**src/rtl/gpio_pkg.sv**
```systemverilog
package gpio_pkg;
  // Word indices of the register map (byte offset = 4 * index)
  localparam int unsigned W_LVL  = 0;
  localparam int unsigned W_DIR  = 2;
  localparam int unsigned W_SET  = 4;
  localparam int unsigned W_CLR  = 6;
  localparam int unsigned W_RISE = 8;
  localparam int unsigned W_EDGE_LAST = 13;
  localparam int unsigned W_AF   = 14;

  // Alternate-function word that holds pin p
  function automatic int unsigned af_word_of(input int unsigned p, input int unsigned per_word);
    return p / per_word;
  endfunction

  // Lowest bit of pin p's field inside its alternate-function word
  function automatic int unsigned af_lsb_of(input int unsigned p, input int unsigned per_word);
    return 2 * (p % per_word);
  endfunction

  // True when word index w falls inside a group of n words starting at base
  function automatic logic in_group(input int unsigned w, input int unsigned base,
                                    input int unsigned n);
    return (w >= base) && (w < base + n);
  endfunction
endpackage

```
**src/rtl/gpio_sync.sv**
```systemverilog
module gpio_sync #(
  parameter int unsigned WIDTH = 64
) (
  input  logic             clk,
  input  logic             rst_n,
  input  logic [WIDTH-1:0] d,
  output logic [WIDTH-1:0] q
);
  logic [WIDTH-1:0] stage1;

  always_ff @(posedge clk or negedge rst_n) begin
    if (!rst_n) begin
      stage1 <= '0;
      q      <= '0;
    end else begin
      stage1 <= d;
      q      <= stage1;
    end
  end
endmodule

```
**src/rtl/gpio_bank.sv**
```systemverilog
module gpio_bank #(
  parameter int unsigned BANK_W = 32
) (
  input  logic              clk,
  input  logic              rst_n,
  input  logic              dir_we,
  input  logic              set_we,
  input  logic              clr_we,
  input  logic [BANK_W-1:0] wdata,
  output logic [BANK_W-1:0] dir_q,
  output logic [BANK_W-1:0] latch_q
);
  always_ff @(posedge clk or negedge rst_n) begin
    if (!rst_n) begin
      dir_q   <= '0;
      latch_q <= '0;
    end else begin
      if (dir_we) dir_q <= wdata;
      if (set_we)      latch_q <= latch_q | wdata;
      else if (clr_we) latch_q <= latch_q & ~wdata;
    end
  end

  AST_SET_RAISES: assert property (@(posedge clk) disable iff (!rst_n)
    set_we |=> ((latch_q & $past(wdata)) == $past(wdata)));
  AST_SET_KEEPS: assert property (@(posedge clk) disable iff (!rst_n)
    set_we |=> (((latch_q ^ $past(latch_q)) & ~$past(wdata)) == '0));
  AST_CLR_LOWERS: assert property (@(posedge clk) disable iff (!rst_n)
    clr_we |=> ((latch_q & $past(wdata)) == '0));
  AST_CLR_KEEPS: assert property (@(posedge clk) disable iff (!rst_n)
    clr_we |=> (((latch_q ^ $past(latch_q)) & ~$past(wdata)) == '0));
  AST_LATCH_HOLD: assert property (@(posedge clk) disable iff (!rst_n)
    (!set_we && !clr_we) |=> $stable(latch_q));
  AST_DIR_WRITE: assert property (@(posedge clk) disable iff (!rst_n)
    dir_we |=> (dir_q == $past(wdata)));
endmodule

```
**src/rtl/gpio_altfn.sv**
```systemverilog
module gpio_altfn #(
  parameter int unsigned NUM_WORDS = 4,
  parameter int unsigned WORD_W    = 32
) (
  input  logic                        clk,
  input  logic                        rst_n,
  input  logic [NUM_WORDS-1:0]        word_we,
  input  logic [WORD_W-1:0]           wdata,
  output logic [WORD_W-1:0]           word_q [NUM_WORDS],
  output logic [NUM_WORDS*WORD_W-1:0] af_flat
);
  for (genvar a = 0; a < NUM_WORDS; a++) begin : g_word
    always_ff @(posedge clk or negedge rst_n) begin
      if (!rst_n)          word_q[a] <= '0;
      else if (word_we[a]) word_q[a] <= wdata;
    end
    assign af_flat[a*WORD_W +: WORD_W] = word_q[a];

    AST_AF_WRITE: assert property (@(posedge clk) disable iff (!rst_n)
      word_we[a] |=> (af_flat[a*WORD_W +: WORD_W] == $past(wdata)));
    AST_AF_HOLD: assert property (@(posedge clk) disable iff (!rst_n)
      !word_we[a] |=> $stable(word_q[a]));
  end

  AST_AF_ONE_WORD: assert property (@(posedge clk) disable iff (!rst_n)
    $onehot0(word_we));
endmodule

```
**src/rtl/gpio_port_ctrl.sv**
```systemverilog
module gpio_port_ctrl
  import gpio_pkg::*;
#(
  parameter int unsigned NUM_PINS = 64,
  parameter int unsigned BANK_W   = 32,
  parameter int unsigned ADDR_W   = 8
) (
  input  logic                  clk,
  input  logic                  rst_n,
  input  logic [ADDR_W-1:0]     bus_addr,
  input  logic                  bus_wr,
  input  logic [BANK_W-1:0]     bus_wdata,
  output logic [BANK_W-1:0]     bus_rdata,
  input  logic [NUM_PINS-1:0]   pin_in,
  output logic [NUM_PINS-1:0]   pin_out,
  output logic [NUM_PINS-1:0]   pin_oe,
  output logic [2*NUM_PINS-1:0] pin_af
);
  localparam int unsigned NUM_BANKS   = NUM_PINS / BANK_W;
  localparam int unsigned AF_PER_WORD = BANK_W / 2;
  localparam int unsigned NUM_AF      = NUM_PINS / AF_PER_WORD;

  // Decoded word index; address bits [1:0] take no part
  logic [31:0] word_idx;
  assign word_idx = 32'(bus_addr[ADDR_W-1:2]);

  // Named decode events used by the assertions
  logic [NUM_BANKS-1:0] dir_we, set_we, clr_we;
  logic [NUM_AF-1:0]    af_we;
  logic                 rd_zero_word;

  logic [NUM_PINS-1:0] lvl_sync;
  logic [BANK_W-1:0]   dir_w   [NUM_BANKS];
  logic [BANK_W-1:0]   latch_w [NUM_BANKS];
  logic [BANK_W-1:0]   af_w    [NUM_AF];

  gpio_sync #(.WIDTH(NUM_PINS)) u_sync (
    .clk(clk), .rst_n(rst_n), .d(pin_in), .q(lvl_sync)
  );

  for (genvar b = 0; b < NUM_BANKS; b++) begin : g_bank
    assign dir_we[b] = bus_wr && (word_idx == 32'(W_DIR + b));
    assign set_we[b] = bus_wr && (word_idx == 32'(W_SET + b));
    assign clr_we[b] = bus_wr && (word_idx == 32'(W_CLR + b));

    gpio_bank #(.BANK_W(BANK_W)) u_bank (
      .clk(clk), .rst_n(rst_n),
      .dir_we(dir_we[b]), .set_we(set_we[b]), .clr_we(clr_we[b]),
      .wdata(bus_wdata), .dir_q(dir_w[b]), .latch_q(latch_w[b])
    );

    assign pin_oe [b*BANK_W +: BANK_W] = dir_w[b];
    assign pin_out[b*BANK_W +: BANK_W] = latch_w[b];
  end

  for (genvar a = 0; a < NUM_AF; a++) begin : g_afdec
    assign af_we[a] = bus_wr && (word_idx == 32'(W_AF + a));
  end

  gpio_altfn #(.NUM_WORDS(NUM_AF), .WORD_W(BANK_W)) u_altfn (
    .clk(clk), .rst_n(rst_n), .word_we(af_we), .wdata(bus_wdata),
    .word_q(af_w), .af_flat(pin_af)
  );

  // Read path
  always_comb begin
    bus_rdata = '0;
    for (int b = 0; b < NUM_BANKS; b++) begin
      if (word_idx == 32'(W_LVL + b)) bus_rdata = lvl_sync[b*BANK_W +: BANK_W];
      if (word_idx == 32'(W_DIR + b)) bus_rdata = dir_w[b];
    end
    for (int a = 0; a < NUM_AF; a++) begin
      if (word_idx == 32'(W_AF + a)) bus_rdata = af_w[a];
    end
  end

  assign rd_zero_word = in_group(word_idx, W_SET, 2 * NUM_BANKS)
                     || in_group(word_idx, W_RISE, W_EDGE_LAST - W_RISE + 1)
                     || (word_idx >= 32'(W_AF + NUM_AF));

  // Cycles since reset, saturating, to window the synchronizer check
  logic [1:0] age;
  always_ff @(posedge clk or negedge rst_n) begin
    if (!rst_n)          age <= '0;
    else if (age != 2'd2) age <= age + 2'd1;
  end

  AST_ZERO_READ: assert property (@(posedge clk) disable iff (!rst_n)
    rd_zero_word |-> (bus_rdata == '0));
  AST_LEVEL_LAG: assert property (@(posedge clk) disable iff (!rst_n)
    (age == 2'd2) |-> (lvl_sync == $past(pin_in, 2)));
  AST_ONE_LATCH_OP: assert property (@(posedge clk) disable iff (!rst_n)
    $countones({set_we, clr_we}) <= 1);
endmodule

```
**config.mk**
```make
export PLATFORM = sky130hd
export DESIGN_NAME = gpio_port_ctrl
export DESIGN_NICKNAME = d
export VERILOG_FILES = /design/src/rtl/gpio_pkg.sv /design/src/rtl/gpio_sync.sv /design/src/rtl/gpio_bank.sv /design/src/rtl/gpio_altfn.sv /design/src/rtl/gpio_port_ctrl.sv
export SDC_FILE = /design/constraint.sdc
export NUM_CORES = 1
export LEC_CHECK = 0
export ABC_AREA = 0
export BUFFER_PORTS_ARGS = -buffer_cell sky130_fd_sc_hd__buf_2
export CORE_MARGIN = 5
export CORE_UTILIZATION = 51
export DETAILED_ROUTE_END_ITERATION = 8
export PLACE_DENSITY = 0.76
export SYNTH_ARGS = -nofsm -noshare
export SYNTH_HDL_FRONTEND = slang
export SYNTH_SLANG_ARGS = --single-unit
```
**constraint.sdc**
```tcl
create_clock -name clk -period 2.9 [get_ports clk]
set_input_delay 0 -clock clk [delete_from_list [all_inputs] [get_ports clk]]
set_output_delay 0 -clock clk [all_outputs]
set_load 0.03 [all_outputs]
```
==> results of run 1 <==
[cell type report]
cell class	instances	area (sq um)
flip-flops and latches	384	9610
repair buffers	524	3290
well taps	384	480
clock inverters	18	249
fillers	2001	9100
clock buffers	52	1110
multi-input cells	542	5010
diodes	1	2.50
inverters	2	7.51
[logic make-up after synthesis]
kind of cell	after synthesis	share of synthesized area (%)
buffers and inverters	93	2.64
muxes	260	21.1
AOI/OAI and AO/OA	158	8.00
DFF	384	64.3
and+or+nand+nor	124	3.95
[metal layers]
layer	part of all wire, %	vias to the layer above	track usage (%)
met2	48	556	45.2
met3	9.5	115	7.76
met4	3.4	4	9.22
met5	0.045	-	0
li1	-	4654	-
met1	40	5583	37.6
[where the power goes]
group	internal, mW	total [mW]	switching [mW]
clock network	3.24	5.30	2.06
logic	0.968	2.75	1.78
registers	5.93	6.32	0.398
total	10.1	14.4	4.23
[what timing repair did]
item,in CTS,in global routing
hold buffers,97,0
resized for setup,0,0
setup buffers,0,0
hold endpoints to repair,398,0
[synthesized netlist by cell type, types with 2 or more instances]
cell / count / area (sq um)
sky130_fd_sc_hd__a21o_1: 2 / 15.0
sky130_fd_sc_hd__a21oi_1: 9 / 45.0
sky130_fd_sc_hd__a222oi_1: 15 / 150
sky130_fd_sc_hd__a22o_1: 64 / 561
sky130_fd_sc_hd__a22oi_1: 16 / 120
sky130_fd_sc_hd__a31oi_1: 9 / 56.3
sky130_fd_sc_hd__buf_1: 19 / 71.3
sky130_fd_sc_hd__buf_2: 18 / 90.1
sky130_fd_sc_hd__buf_6: 3 / 33.8
sky130_fd_sc_hd__clkbuf_1: 51 / 191
sky130_fd_sc_hd__dfrtp_1: 384 / 9610
sky130_fd_sc_hd__inv_1: 2 / 7.51
sky130_fd_sc_hd__mux2_1: 8 / 90.1
sky130_fd_sc_hd__mux2_2: 199 / 2240
sky130_fd_sc_hd__mux2i_1: 29 / 290
sky130_fd_sc_hd__mux4_2: 24 / 541
sky130_fd_sc_hd__nand2_1: 83 / 312
sky130_fd_sc_hd__nand2b_1: 3 / 18.8
sky130_fd_sc_hd__nand3_1: 3 / 15.0
sky130_fd_sc_hd__nand3b_1: 5 / 37.5
sky130_fd_sc_hd__nor2_1: 7 / 26.3
sky130_fd_sc_hd__nor2b_1: 3 / 18.8
sky130_fd_sc_hd__nor3_1: 5 / 25.0
sky130_fd_sc_hd__o211ai_1: 2 / 15.0
sky130_fd_sc_hd__o21ai_0: 27 / 135
sky130_fd_sc_hd__o221ai_1: 2 / 17.5
sky130_fd_sc_hd__o22ai_1: 9 / 56.3
sky130_fd_sc_hd__o32ai_1: 2 / 17.5
sky130_fd_sc_hd__or2_2: 3 / 18.8
sky130_fd_sc_hd__or3_1: 2 / 12.5
[stage by stage]
stage                     worst slack [ns]  instance area (sq um)
after floorplan                       1.11                  15000
after global placement               0.809                  17400
after detailed placement             0.772                  17400
after CTS                            0.738                  19800
after global routing                 0.653                  19800
final                                0.777                  19800
[cell usage in the layout (no fill, tap or decap), types with 27 or more instances in the layout]
cell type	n
sky130_fd_sc_hd__buf_2	389
sky130_fd_sc_hd__buf_4	31
sky130_fd_sc_hd__nand2_1	79
sky130_fd_sc_hd__mux2i_1	29
sky130_fd_sc_hd__dfrtp_1	384
sky130_fd_sc_hd__o21ai_0	27
sky130_fd_sc_hd__mux2_2	199
sky130_fd_sc_hd__dlygate4sd3_1	97
sky130_fd_sc_hd__a22o_1	64
sky130_fd_sc_hd__clkbuf_16	39
[worst min path at each step]
stage                                            end  slack (ns)  cells after the start
final                              u_sync.stage1[54]        0.05                      2
after global routing               u_sync.stage1[46]        0.11                      2
after CTS                 g_bank[1].u_bank.dir_q[31]        0.09                      2
after detailed placement           u_sync.stage1[22]        0.04                      1
after global placement             u_sync.stage1[54]        0.04                      1
after floorplan                            async pin       -0.30                      0
==> results_tabular.tex, run 1 <==
\begin{tabular}{lr}
\hline
Metric & Value \\
\hline
\multicolumn{2}{l}{\textbf{Global routing}} \\
\quad Total grt overflow & 0 \\
\quad Gr usage total & $\sim$28\% \\
\quad Antenna violations before repair & 2 \\
\quad Vias in the first global route & 11.6k \\
\quad Maximum number of pins on one net before global-route repair & between 80 and 90 \\
\quad Wire length of the first global-routing pass & approximately 72,000 um \\
\multicolumn{2}{l}{\textbf{Detailed routing}} \\
\quad DR vias/cell & roughly 5.7 \\
\quad Routed wire length & 47,000 um \\
\quad Remaining routing DRC violations & 0 \\
\quad TritonRoute pass-1 iters & 5 \\
\quad Post-detailed-route count of antenna-violating nets & 0 \\
\quad Via Count & 10.9k \\
\quad Routed WL per cell & approximately 25 um \\
\quad Drt first-iter violations & between 700 and 800 \\
\multicolumn{2}{l}{\textbf{Die}} \\
\quad Effective utilization at floorplan & around 52\% \\
\quad I/O pin count & 395 \\
\quad Vertical die dimension & between 150 and 200 um \\
\quad Area of the placeable core & around 0.029 sq mm \\
\quad Rows & a little over 60 \\
\quad Die W & roughly 180 um \\
\quad Die Footprint & 0.0328 sq mm \\
\multicolumn{2}{l}{\textbf{STA}} \\
\quad Slew @ Worst Pin & between 0.6 and 0.7 ns \\
\quad Share of the cycle needed by the critical path after routing & 73.2\% \\
\quad Worst-case clock skew & 0.00810 ns \\
\quad Total count of max-transition violations in the final report & 0 \\
\quad Count of endpoints failing setup in the final report & 0 \\
\quad Setup TNS Final & 0 ns \\
\quad Final critical delay including setup and external delays & approximately 2.1 ns \\
\quad Unrepaired setup endpoints after global routing & false \\
\quad Slew margin rel. & 57.7\% \\
\quad Number of hold-slack violations in the final timing report & 0 \\
\quad Fmax & 0.471 GHz \\
\quad Smallest hold slack & between 0.05 and 0.06 ns \\
\multicolumn{2}{l}{\textbf{Min path}} \\
\quad Worst min-delay path category & in -> async \\
\multicolumn{2}{l}{\textbf{CTS}} \\
\quad CTS H-tree lvls & 2 \\
\quad Root buffer selected by CTS & sky130\_fd\_sc\_hd\_\_clkbuf\_16 \\
\quad Worst-path clk slew & 0.06 ns \\
\quad CTS tree & done \\
\quad Clk\_lat worst skew & $\sim$0.52 ns \\
\quad Maximum number of buffers from clock root to sink & 3 \\
\quad \# clock sinks & between 300 and 400 \\
\quad Clock buffers created by TritonCTS & 39 \\
\multicolumn{2}{l}{\textbf{Logic synthesis}} \\
\quad Distinct cells, synth & 41 \\
\quad Number of flops mapped to enable cells by yosys & 0 \\
\quad Post-synthesis net count & 1,126 \\
\quad Share of synthesized area occupied by flip-flops and latches & between 60 and 70\% \\
\quad Warnings from Yosys & 0 \\
\quad Average instance area after synthesis & 14.7 sq um \\
\quad Post-synthesis async set-or-reset flop share & 100\% \\
\quad Gate Count Post-Synth & 1,019 \\
\quad Total of flip-flops plus latches after synthesis & 384 \\
\quad Top\_reg\_cell synth & sky130\_fd\_sc\_hd\_\_dfrtp\_1 \\
\quad Cell Area, Synth & about 0.015 sq mm \\
\multicolumn{2}{l}{\textbf{Critical path}} \\
\quad Arrival time of data at the critical path endpoint & between 2 and 2.5 ns \\
\quad Origin of the worst setup path & g\_bank[0].u\_bank.dir\_q[27] \\
\quad Critical Path End & bus\_rdata[27] \\
\quad CP top delay family & compound AO/OA/AOI/OAI gates \\
\quad Bufs and invs on worst path & 1 \\
\quad Biggest fanout along the worst timing path & 3 \\
\quad CP max stage delay & around 0.46 ns \\
\quad Cell Chain, Critical Path & mux4\_2 -> a222oi\_1 -> o21ai\_0 -> buf\_2 \\
\quad Destination of the worst register-to-register timing path & u\_altfn.af\_flat[121] \\
\quad Worst r2r path cells & 1 \\
\quad Kind of end point of the critical path & output pin \\
\quad R2R Setup Slk & 2.05 ns \\
\quad Beginning of the worst register-to-register path & u\_altfn.af\_flat[121] \\
\quad Slowest cell on the critical path & sky130\_fd\_sc\_hd\_\_mux4\_2 \\
\quad CP startpoint kind & flop \\
\quad Number of cells on the critical path & 4 \\
\quad Endpoint required time on the critical path & 2.90 ns \\
\quad WS Path Type & reg -> out \\
\multicolumn{2}{l}{\textbf{Power and ir drop}} \\
\quad Lkg Pwr & between 9 and 10 nW \\
\quad Worst-case vdd ir drop & 0.553 mV \\
\quad Power density of the placed cells & $\sim$730 mW/mm\^{}2 \\
\quad Overall power after layout & approximately 14 mW \\
\multicolumn{2}{l}{\textbf{Status}} \\
\quad Result of the run & finished clean \\
\multicolumn{2}{l}{\textbf{Cells and area}} \\
\quad Share of layout cells above drive strength 1 & between 40\% and 50\% \\
\quad Fin cells & roughly 1.9k \\
\quad Number of nets in the layout & 1,600 \\
\quad Final core utilization & a little under 70\% \\
\quad Area added between synthesis and finish & 32.1\% \\
\multicolumn{2}{l}{\textbf{Placement}} \\
\quad Placed wire-length estimate after detailed placement & roughly 30,000 um \\
\quad Number of placed cells counting well taps & roughly 1.7k \\
\quad GPL Wtd Cong & between 0.8 and 0.9 \\
\quad Number of buffers added on ports & 392 \\
\multicolumn{2}{l}{\textbf{Run}} \\
\quad Max-cap violations & 0 \\
\hline
\end{tabular}
Power figures use the tool's default switching activity.
==> inputs of run 2 (changes only) <==
clock period = 2.1 ns   (was 2.9 ns; I/O delays follow)
==> run 2 against run 1 <==
Effect of this change: the run now ends with negative setup slack left; global-route usage increased by 0.74 points; cell area increased by 1.5%; sequential cell count unchanged; via count increased by 2.5%; clock-buffer cell count increased by 7; setup slack got worse by 0.80 ns; routed wire length increased by 2.1%.
==> results_tabular.tex, run 2 (synthesis results as in run 1) <==
\begin{tabular}{lr}
\hline
Metric & Value \\
\hline
\multicolumn{2}{l}{\textbf{Die}} \\
\quad I/O pin count & 395 (unchanged) \\
\quad Die Footprint & 0.0328 sq mm (unchanged) \\
\quad Rows & 62 (unchanged) \\
\quad Effective utilization at floorplan & 51.8\% (unchanged) \\
\quad Vertical die dimension & 181 um (unchanged) \\
\quad Area of the placeable core & 0.0289 sq mm (unchanged) \\
\quad Die W & 181 um (unchanged) \\
\multicolumn{2}{l}{\textbf{CTS}} \\
\quad Clock buffers created by TritonCTS & 40 (was 39) \\
\quad Maximum number of buffers from clock root to sink & 3 (unchanged) \\
\quad CTS H-tree lvls & 2 (unchanged) \\
\quad \# clock sinks & 384 (unchanged) \\
\quad CTS tree & done (unchanged) \\
\quad Clk\_lat worst skew & 0.52 ns (about the same) \\
\quad Worst-path clk slew & 0.06 ns (about the same) \\
\quad Root buffer selected by CTS & sky130\_fd\_sc\_hd\_\_clkbuf\_16 (unchanged) \\
\multicolumn{2}{l}{\textbf{STA}} \\
\quad Count of endpoints failing setup in the final report & 1 (was 0) \\
\quad Final critical delay including setup and external delays & $\sim$2.1 ns \\
\quad Worst-case clock skew & 0.0131 ns (was 0.00810 ns) \\
\quad Worst setup slack after layout & -0.0184 ns (was 0.777 ns) \\
\quad Slew @ Worst Pin & 1.11 ns (was 0.634 ns) \\
\quad Number of hold-slack violations in the final timing report & 0 (unchanged) \\
\quad Slew margin rel. & 25.1\% (was 57.7\%) \\
\quad Unrepaired setup endpoints after global routing & true (was false) \\
\quad Share of the cycle needed by the critical path after routing & 101\% \\
\quad Fmax & approximately 0.47 GHz \\
\quad Total count of max-transition violations in the final report & 0 (unchanged) \\
\quad Smallest hold slack & 0.0667 ns (was 0.0528 ns) \\
\multicolumn{2}{l}{\textbf{Critical path}} \\
\quad Destination of the worst register-to-register timing path & g\_bank[1].u\_bank.dir\_q[15] (was u\_altfn.af\_flat[121]) \\
\quad Kind of end point of the critical path & output pin (unchanged) \\
\quad Biggest fanout along the worst timing path & 2 (was 3) \\
\quad Beginning of the worst register-to-register path & g\_bank[1].u\_bank.dir\_q[15] (was u\_altfn.af\_flat[121]) \\
\quad CP startpoint kind & flop (unchanged) \\
\quad Endpoint required time on the critical path & 2.10 ns (was 2.90 ns) \\
\quad Worst r2r path cells & 3 (was 1) \\
\quad R2R Setup Slk & 1.09 ns (was 2.05 ns) \\
\quad Arrival time of data at the critical path endpoint & 2.12 ns (about the same) \\
\quad WS Path Type & reg -> out (unchanged) \\
\multicolumn{2}{l}{\textbf{Global routing}} \\
\quad Total grt overflow & 0 (unchanged) \\
\quad Wire length of the first global-routing pass & 73,500 um (was 71,600 um) \\
\quad Gr usage total & 28.9\% (was 28.1\%) \\
\quad Antenna violations before repair & 2 (unchanged) \\
\quad Maximum number of pins on one net before global-route repair & 80 (was 89) \\
\quad Vias in the first global route & 12.0k (was 11.6k) \\
\multicolumn{2}{l}{\textbf{Cells and area}} \\
\quad Number of filler instances in the final layout & 2,007 (was 2,001) \\
\quad Most frequent standard cell in the layout excluding fill and tap cells & sky130\_fd\_sc\_hd\_\_dfrtp\_1 (was sky130\_fd\_sc\_hd\_\_buf\_2) \\
\quad Commonest non-fill, non-tap cells in the layout & 384 x sky130\_fd\_sc\_hd\_\_dfrtp\_1, 382 x sky130\_fd\_sc\_hd\_\_buf\_2, 199 x sky130\_fd\_sc\_hd\_\_mux2\_2, 97 x sky130\_fd\_sc\_hd\_\_dlygate4sd3\_1, 79 x sky130\_fd\_sc\_hd\_\_nand2\_1 (was 389 x sky130\_fd\_sc\_hd\_\_buf\_2, 384 x sky130\_fd\_sc\_hd\_\_dfrtp\_1, 199 x sky130\_fd\_sc\_hd\_\_mux2\_2, 97 x sky130\_fd\_sc\_hd\_\_dlygate4sd3\_1, 79 x sky130\_fd\_sc\_hd\_\_nand2\_1) \\
\quad Number of nets in the layout & 1,627 (was 1,600) \\
\quad Share of layout cells above drive strength 1 & 48.9\% (was 48.3\%) \\
\quad Final core utilization & 69.5\% (was 68.5\%) \\
\quad Area added between synthesis and finish & 34.1\% (was 32.1\%) \\
\multicolumn{2}{l}{\textbf{Power and ir drop}} \\
\quad Lkg Pwr & 10.1 nW (was 9.99 nW) \\
\quad Worst-case vdd ir drop & 0.884 mV (was 0.553 mV) \\
\quad Overall power after layout & 19.9 mW (was 14.4 mW) \\
\quad Power density of the placed cells & 990 mW/mm\^{}2 (was 727 mW/mm\^{}2) \\
\multicolumn{2}{l}{\textbf{Detailed routing}} \\
\quad Via Count & 11.2k (was 10.9k) \\
\quad DR vias/cell & 5.77 (was 5.72) \\
\quad Remaining routing DRC violations & 0 (unchanged) \\
\quad Routed wire length & 47,900 um (was 47,000 um) \\
\quad TritonRoute pass-1 iters & 5 (unchanged) \\
\quad Routed WL per cell & 24.8 um (was 24.6 um) \\
\quad Drt first-iter violations & 789 (was 747) \\
\quad Post-detailed-route count of antenna-violating nets & 0 (unchanged) \\
\multicolumn{2}{l}{\textbf{Placement}} \\
\quad Placed wire-length estimate after detailed placement & 31,800 um (was 30,300 um) \\
\quad Number of buffers added on ports & 392 (unchanged) \\
\quad GPL Wtd Cong & 0.832 (was 0.821) \\
\multicolumn{2}{l}{\textbf{Run}} \\
\quad Max-cap violations & 0 (unchanged) \\
\multicolumn{2}{l}{\textbf{Min path}} \\
\quad Worst min-delay path category & in -> async (unchanged) \\
\multicolumn{2}{l}{\textbf{Status}} \\
\quad Failing checks & negative setup slack \\
\quad Result of the run & finished, violations left (was finished clean) \\
\hline
\end{tabular}
[run 2: cell count changes in the layout (fill, tap and decap cells not counted), moves of 2 or more]
cell	delta
sky130_fd_sc_hd__buf_12	+7
sky130_fd_sc_hd__clkbuf_1	+6
sky130_fd_sc_hd__o21ai_1	+11
sky130_fd_sc_hd__bufinv_16	-2
sky130_fd_sc_hd__o21ai_0	-11
sky130_fd_sc_hd__buf_2	-7
sky130_fd_sc_hd__buf_4	+26
sky130_fd_sc_hd__clkinv_2	-4
sky130_fd_sc_hd__clkbuf_16	+2
[run 2: final cells by class]
class | count | area (sq um) | area share, %
Sequential cell | 384 | 9610 | 47.9
Clock buffer | 59 | 1170 | 5.85
Inverter | 2 | 7.51 | 0.0374
Multi-Input combinational cell | 542 | 5010 | 25.0
Antenna cell | 2 | 5.00 | 0.0250
Tap cell | 384 | 480 | 2.40
Timing Repair Buffer | 550 | 3590 | 17.9
Clock inverter | 14 | 186 | 0.930
[run 2: how the worst max path moves through the flow]
stage / cells after the start / start / endpoint
finish: 4 / g_bank[1].u_bank.dir_q[30] / bus_rdata[30]
global placement: 6 / bus_addr[6] / u_altfn.af_flat[72]
floorplan: 5 / bus_addr[2] / bus_rdata[10]
detailed placement: 6 / bus_addr[7] / u_altfn.af_flat[66]
CTS: 4 / g_bank[1].u_bank.dir_q[9] / bus_rdata[9]
global route: 4 / g_bank[1].u_bank.dir_q[9] / bus_rdata[9]
[run 2: routing by layer]
metal / up-vias / share of wire, % / track usage [%]
li1: 4729 / - / -
met1: 5757 / 39 / 37.1
met2: 559 / 48 / 46.9
met3: 141 / 8.9 / 8.08
met4: 0 / 4.4 / 11.4
met5: - / 0 / 0
[run 2: worst max-delay path: stages (launching register included)]
cell	delay, ns
sky130_fd_sc_hd__dfrtp_1	0.37
sky130_fd_sc_hd__mux4_2	0.49
sky130_fd_sc_hd__a222oi_1	0.42
sky130_fd_sc_hd__o21ai_1	0.13
sky130_fd_sc_hd__buf_4	0.19
[run 2: what timing repair did]
action | in CTS | in global routing
pin swaps | 4 | 5
setup endpoints to repair | 6 | 10
hold buffers | 97 | 0
gates resized for setup | 10 | 11
endpoints found under the hold margin | 571 | 0
setup buffers | 4 | 3
[run 2: report_power, final]
part / internal (mW) / total (mW) / switching (mW) / leakage (nW)
Clock: 4.38 / 7.25 / 2.87 / 0.664
Sequential: 8.18 / 8.74 / 0.558 / 4.89
Combinational: 1.39 / 3.87 / 2.48 / 4.57
Total: 14.0 / 19.9 / 5.91 / 10.1
[run 2: per-stage QoR]
stage | cells | cell area, sq um | setup TNS (ns) | setup slack, ns
after floorplan | 1019 | 15000 | 0 | 0.308
after global placement | 1758 | 17700 | 0 | 0.173
after detailed placement | 1758 | 17700 | 0 | 0.130
after CTS | 1932 | 20000 | -0.0792 | -0.0547
after global routing | 1937 | 20100 | -0.427 | -0.124
final | 1937 | 20100 | -0.0184 | -0.0184
==> inputs of run 3 (changes only) <==
BUFFER_PORTS_ARGS = -buffer_cell sky130_fd_sc_hd__buf_4   (was -buffer_cell sky130_fd_sc_hd__buf_2)
CORE_UTILIZATION = 50   (was 51)
PLACE_DENSITY = 0.74   (was 0.76)
RECOVER_POWER = 100   (was default)
==> run 3 against run 2 <==
Effect of this change: the flow finishes with violations (max-capacitance violations, max-slew violations); power shrank 2.2%; clock-buffer cell count grew 1; combinational power shrank 5%; setup slack gained 0.055 ns; critical path depth grew 3; die area grew 1.9%; fmax grew 2.7%; clock power shrank 4.0%; hold slack gained 0.059 ns; via count shrank 2.2%.
==> results_tabular.tex, run 3 (synthesis results as in run 1) <==
\begin{tabular}{lr}
\hline
Metric & Value \\
\hline
\multicolumn{2}{l}{\textbf{STA}} \\
\quad Unrepaired setup endpoints after global routing & true (unchanged) \\
\quad Final critical delay including setup and external delays & 2.06 ns (was 2.12 ns) \\
\quad Number of hold-slack violations in the final timing report & 0 (unchanged) \\
\quad Worst-case clock skew & 0.00904 ns (was 0.0131 ns) \\
\quad Count of endpoints failing setup in the final report & 0 (was 1) \\
\quad Slew @ Worst Pin & 1.70 ns (was 1.11 ns) \\
\quad Slew margin rel. & -13.4\% (was 25.1\%) \\
\quad Total count of max-transition violations in the final report & 57 (was 0) \\
\quad Share of the cycle needed by the critical path after routing & 98.3\% (was 101\%) \\
\quad Fmax & 0.485 GHz (was 0.472 GHz) \\
\multicolumn{2}{l}{\textbf{Power and ir drop}} \\
\quad Lkg Pwr & 9.09 nW (was 10.1 nW) \\
\quad Switching part of the total power & 30.3\% (was 29.7\%) \\
\quad Net Sw Power & 5.89 mW (was 5.91 mW) \\
\quad Overall power after layout & 19.4 mW (was 19.9 mW) \\
\quad Relative contribution of combinational cells to total power & 19.0\% (was 19.5\%) \\
\quad Power density of the placed cells & 981 mW/mm\^{}2 (was 990 mW/mm\^{}2) \\
\quad Sequential cell fraction of total power & 45.1\% (was 44.0\%) \\
\quad Worst-case vdd ir drop & 0.711 mV (was 0.884 mV) \\
\quad Clock share of power & 35.9\% (was 36.5\%) \\
\quad Int Power & 13.5 mW (was 14.0 mW) \\
\multicolumn{2}{l}{\textbf{Die}} \\
\quad Rows & 63 (was 62) \\
\quad Die W & 183 um (was 181 um) \\
\quad Die Footprint & 0.0335 sq mm (was 0.0328 sq mm) \\
\quad Area of the placeable core & 0.0296 sq mm (was 0.0289 sq mm) \\
\quad Vertical die dimension & 183 um (was 181 um) \\
\quad I/O pin count & 395 (unchanged) \\
\quad Effective utilization at floorplan & 50.6\% (was 51.8\%) \\
\multicolumn{2}{l}{\textbf{CTS}} \\
\quad CTS tree & done (unchanged) \\
\quad Clock buffers created by TritonCTS & 40 (unchanged) \\
\quad \# clock sinks & 384 (unchanged) \\
\quad Root buffer selected by CTS & sky130\_fd\_sc\_hd\_\_clkbuf\_16 (unchanged) \\
\quad Clk\_lat worst skew & 0.53 ns (was 0.52 ns) \\
\quad Worst-path clk slew & 0.06 ns (about the same) \\
\quad CTS H-tree lvls & 2 (unchanged) \\
\quad Maximum number of buffers from clock root to sink & 3 (unchanged) \\
\multicolumn{2}{l}{\textbf{Cells and area}} \\
\quad Share of layout cells above drive strength 1 & 31.2\% (was 48.9\%) \\
\quad Fin cells & 1,933 (was 1,937) \\
\quad Layout Cell Area excl Fill & 0.0198 sq mm (was 0.0201 sq mm) \\
\quad Number of filler instances in the final layout & 2,334 (was 2,007) \\
\quad Number of nets in the layout & 1,621 (was 1,627) \\
\quad Antenna diodes & 0 (was 2) \\
\quad Area added between synthesis and finish & 32.4\% (was 34.1\%) \\
\quad Final core utilization & 67.0\% (was 69.5\%) \\
\quad Commonest non-fill, non-tap cells in the layout & 384 x sky130\_fd\_sc\_hd\_\_dfrtp\_1, 272 x sky130\_fd\_sc\_hd\_\_clkbuf\_1, 199 x sky130\_fd\_sc\_hd\_\_mux2\_2, 97 x sky130\_fd\_sc\_hd\_\_dlygate4sd3\_1, 80 x sky130\_fd\_sc\_hd\_\_nand2\_1 (was 384 x sky130\_fd\_sc\_hd\_\_dfrtp\_1, 382 x sky130\_fd\_sc\_hd\_\_buf\_2, 199 x sky130\_fd\_sc\_hd\_\_mux2\_2, 97 x sky130\_fd\_sc\_hd\_\_dlygate4sd3\_1, 79 x sky130\_fd\_sc\_hd\_\_nand2\_1) \\
\quad Most frequent standard cell in the layout excluding fill and tap cells & sky130\_fd\_sc\_hd\_\_dfrtp\_1 (unchanged) \\
\multicolumn{2}{l}{\textbf{Placement}} \\
\quad GPL Wtd Cong & 0.825 (was 0.832) \\
\quad Post-Place Cell Area & 0.0187 sq mm (was 0.0177 sq mm) \\
\quad Placed wire-length estimate after detailed placement & 32,100 um (was 31,800 um) \\
\quad Number of placed cells counting well taps & 1,760 (was 1,758) \\
\quad Number of buffers added on ports & 392 (unchanged) \\
\multicolumn{2}{l}{\textbf{Critical path}} \\
\quad CP top delay family & buffers and inverters (was compound AO/OA/AOI/OAI gates) \\
\quad Bufs and invs on worst path & 3 (was 1) \\
\quad Worst r2r path cells & 2 (was 3) \\
\quad Slowest cell on the critical path & sky130\_fd\_sc\_hd\_\_or4b\_1 (was sky130\_fd\_sc\_hd\_\_mux4\_2) \\
\quad Arrival time of data at the critical path endpoint & 2.06 ns (was 2.12 ns) \\
\quad Biggest fanout along the worst timing path & 13 (was 2) \\
\quad Number of cells on the critical path & 7 (was 4) \\
\quad CP startpoint kind & input pin (was flop) \\
\quad WS Path Type & in -> out (was reg -> out) \\
\quad Endpoint required time on the critical path & 2.10 ns (about the same) \\
\quad Cell Chain, Critical Path & clkbuf\_1 -> or4b\_1 -> nor2\_2 -> buf\_12 -> a21oi\_1 -> a22oi\_1 -> buf\_4 (was mux4\_2 -> a222oi\_1 -> o21ai\_1 -> buf\_4) \\
\quad CP max stage delay & 0.59 ns (was 0.49 ns) \\
\quad Kind of end point of the critical path & output pin (unchanged) \\
\multicolumn{2}{l}{\textbf{Min path}} \\
\quad Worst min-delay path category & in -> reg (was in -> async) \\
\quad Worst hold stages & 3 \\
\multicolumn{2}{l}{\textbf{Detailed routing}} \\
\quad Post-detailed-route count of antenna-violating nets & 0 (unchanged) \\
\quad Routed wire length & 47,700 um (was 47,900 um) \\
\quad DR vias/cell & 5.66 (was 5.77) \\
\quad Routed WL per cell & 24.7 um (was 24.8 um) \\
\quad Via Count & 10.9k (was 11.2k) \\
\quad TritonRoute pass-1 iters & 6 (was 5) \\
\quad Drt first-iter violations & 646 (was 789) \\
\quad Remaining routing DRC violations & 0 (unchanged) \\
\multicolumn{2}{l}{\textbf{Run}} \\
\quad Max-cap violations & 1 (was 0) \\
\multicolumn{2}{l}{\textbf{Global routing}} \\
\quad Total grt overflow & 0 (unchanged) \\
\quad Wire length of the first global-routing pass & 72,800 um (was 73,500 um) \\
\quad Vias in the first global route & 11.8k (was 12.0k) \\
\quad Gr usage total & 28.4\% (was 28.9\%) \\
\quad Antenna violations before repair & 0 (was 2) \\
\quad Maximum number of pins on one net before global-route repair & 61 (was 80) \\
\multicolumn{2}{l}{\textbf{Status}} \\
\quad Failing checks & max-capacitance violations, max-slew violations (was negative setup slack) \\
\quad Result of the run & finished, violations left (unchanged) \\
\hline
\end{tabular}
[run 3: cell types whose count changed in the layout (fill, tap and decap cells not counted), sizes merged]
cell / delta
clkinvlp: -1
buf: -353
clkinv: +1
bufinv: -2
inv: -1
diode: -2
clkbuf: +348
[run 3: metal layers]
metal / track usage (%) / up-vias / part of all wire [%]
met1: 38.8 / 5651 / 40
met4: 9.45 / 0 / 3.6
met3: 6.47 / 104 / 8.2
met2: 45.8 / 476 / 48
met5: 0 / - / 0
li1: - / 4705 / -
[run 3: timing repair]
action | 4_1_cts | 5_1_grt
resized for setup | 1 | 10
hold endpoints to repair | 704 | 0
setup endpoints to repair | 1 | 11
buffers inserted | 0 | 5
pin swaps | 0 | 3
hold buffers | 97 | 0
[run 3: worst register-to-register path, cell delays in order (launching register included)]
cell	delay [ns]
sky130_fd_sc_hd__dfrtp_1	0.41
sky130_fd_sc_hd__buf_4	0.14
sky130_fd_sc_hd__mux2_2	0.26
[run 3: power groups by stage]
stage / Sequential, mW / Clock (mW) / Combinational [mW]
6_report: 8.76 / 6.96 / 3.69
5_1_grt: 8.86 / 7.37 / 3.91
4_1_cts: 8.78 / 7.07 / 4.28
3_5_place_dp: 8.89 / 0 / 4.12
3_3_place_gp: 8.86 / 0 / 4.06
2_1_floorplan: 10.1 / 0 / 0.987
[run 3: area by class of cell]
cell class	instances	area, sq um	share of cell area, %
clock buffers	60	1180	5.94
well taps	390	488	2.46
clock inverters	11	123	0.619
repair buffers	544	3420	17.3
flip-flops and latches	384	9610	48.5
inverters	2	7.51	0.0379
multi-input cells	542	4970	25.1
[run 3: worst paths after layout]
check                                          startpoint                        end  slack [ns]
worst max-delay path                          bus_addr[6]              bus_rdata[23]        0.04
worst min-delay path                               bus_wr        u_altfn.af_flat[48]        0.13
worst max register to register  g_bank[0].u_bank.dir_q[9]  g_bank[0].u_bank.dir_q[9]        1.18
worst min register to register          u_sync.stage1[49]               u_sync.q[49]        0.35
max in group asynchronous                           rst_n               u_sync.q[28]        0.34
min in group asynchronous                           rst_n          u_sync.stage1[53]        0.45
[run 3: per-stage QoR]
step / hold slack [ns] / setup slack (ns) / TNS (ns)
6_report: 0.125 / 0.0366 / 0
5_1_grt: 0.122 / -0.0433 / -0.0772
4_1_cts: 0.0250 / 0.000239 / 0
3_5_place_dp: -0.0156 / 0.147 / 0
3_3_place_gp: -0.0216 / 0.168 / 0
2_1_floorplan: -0.296 / 0.308 / 0
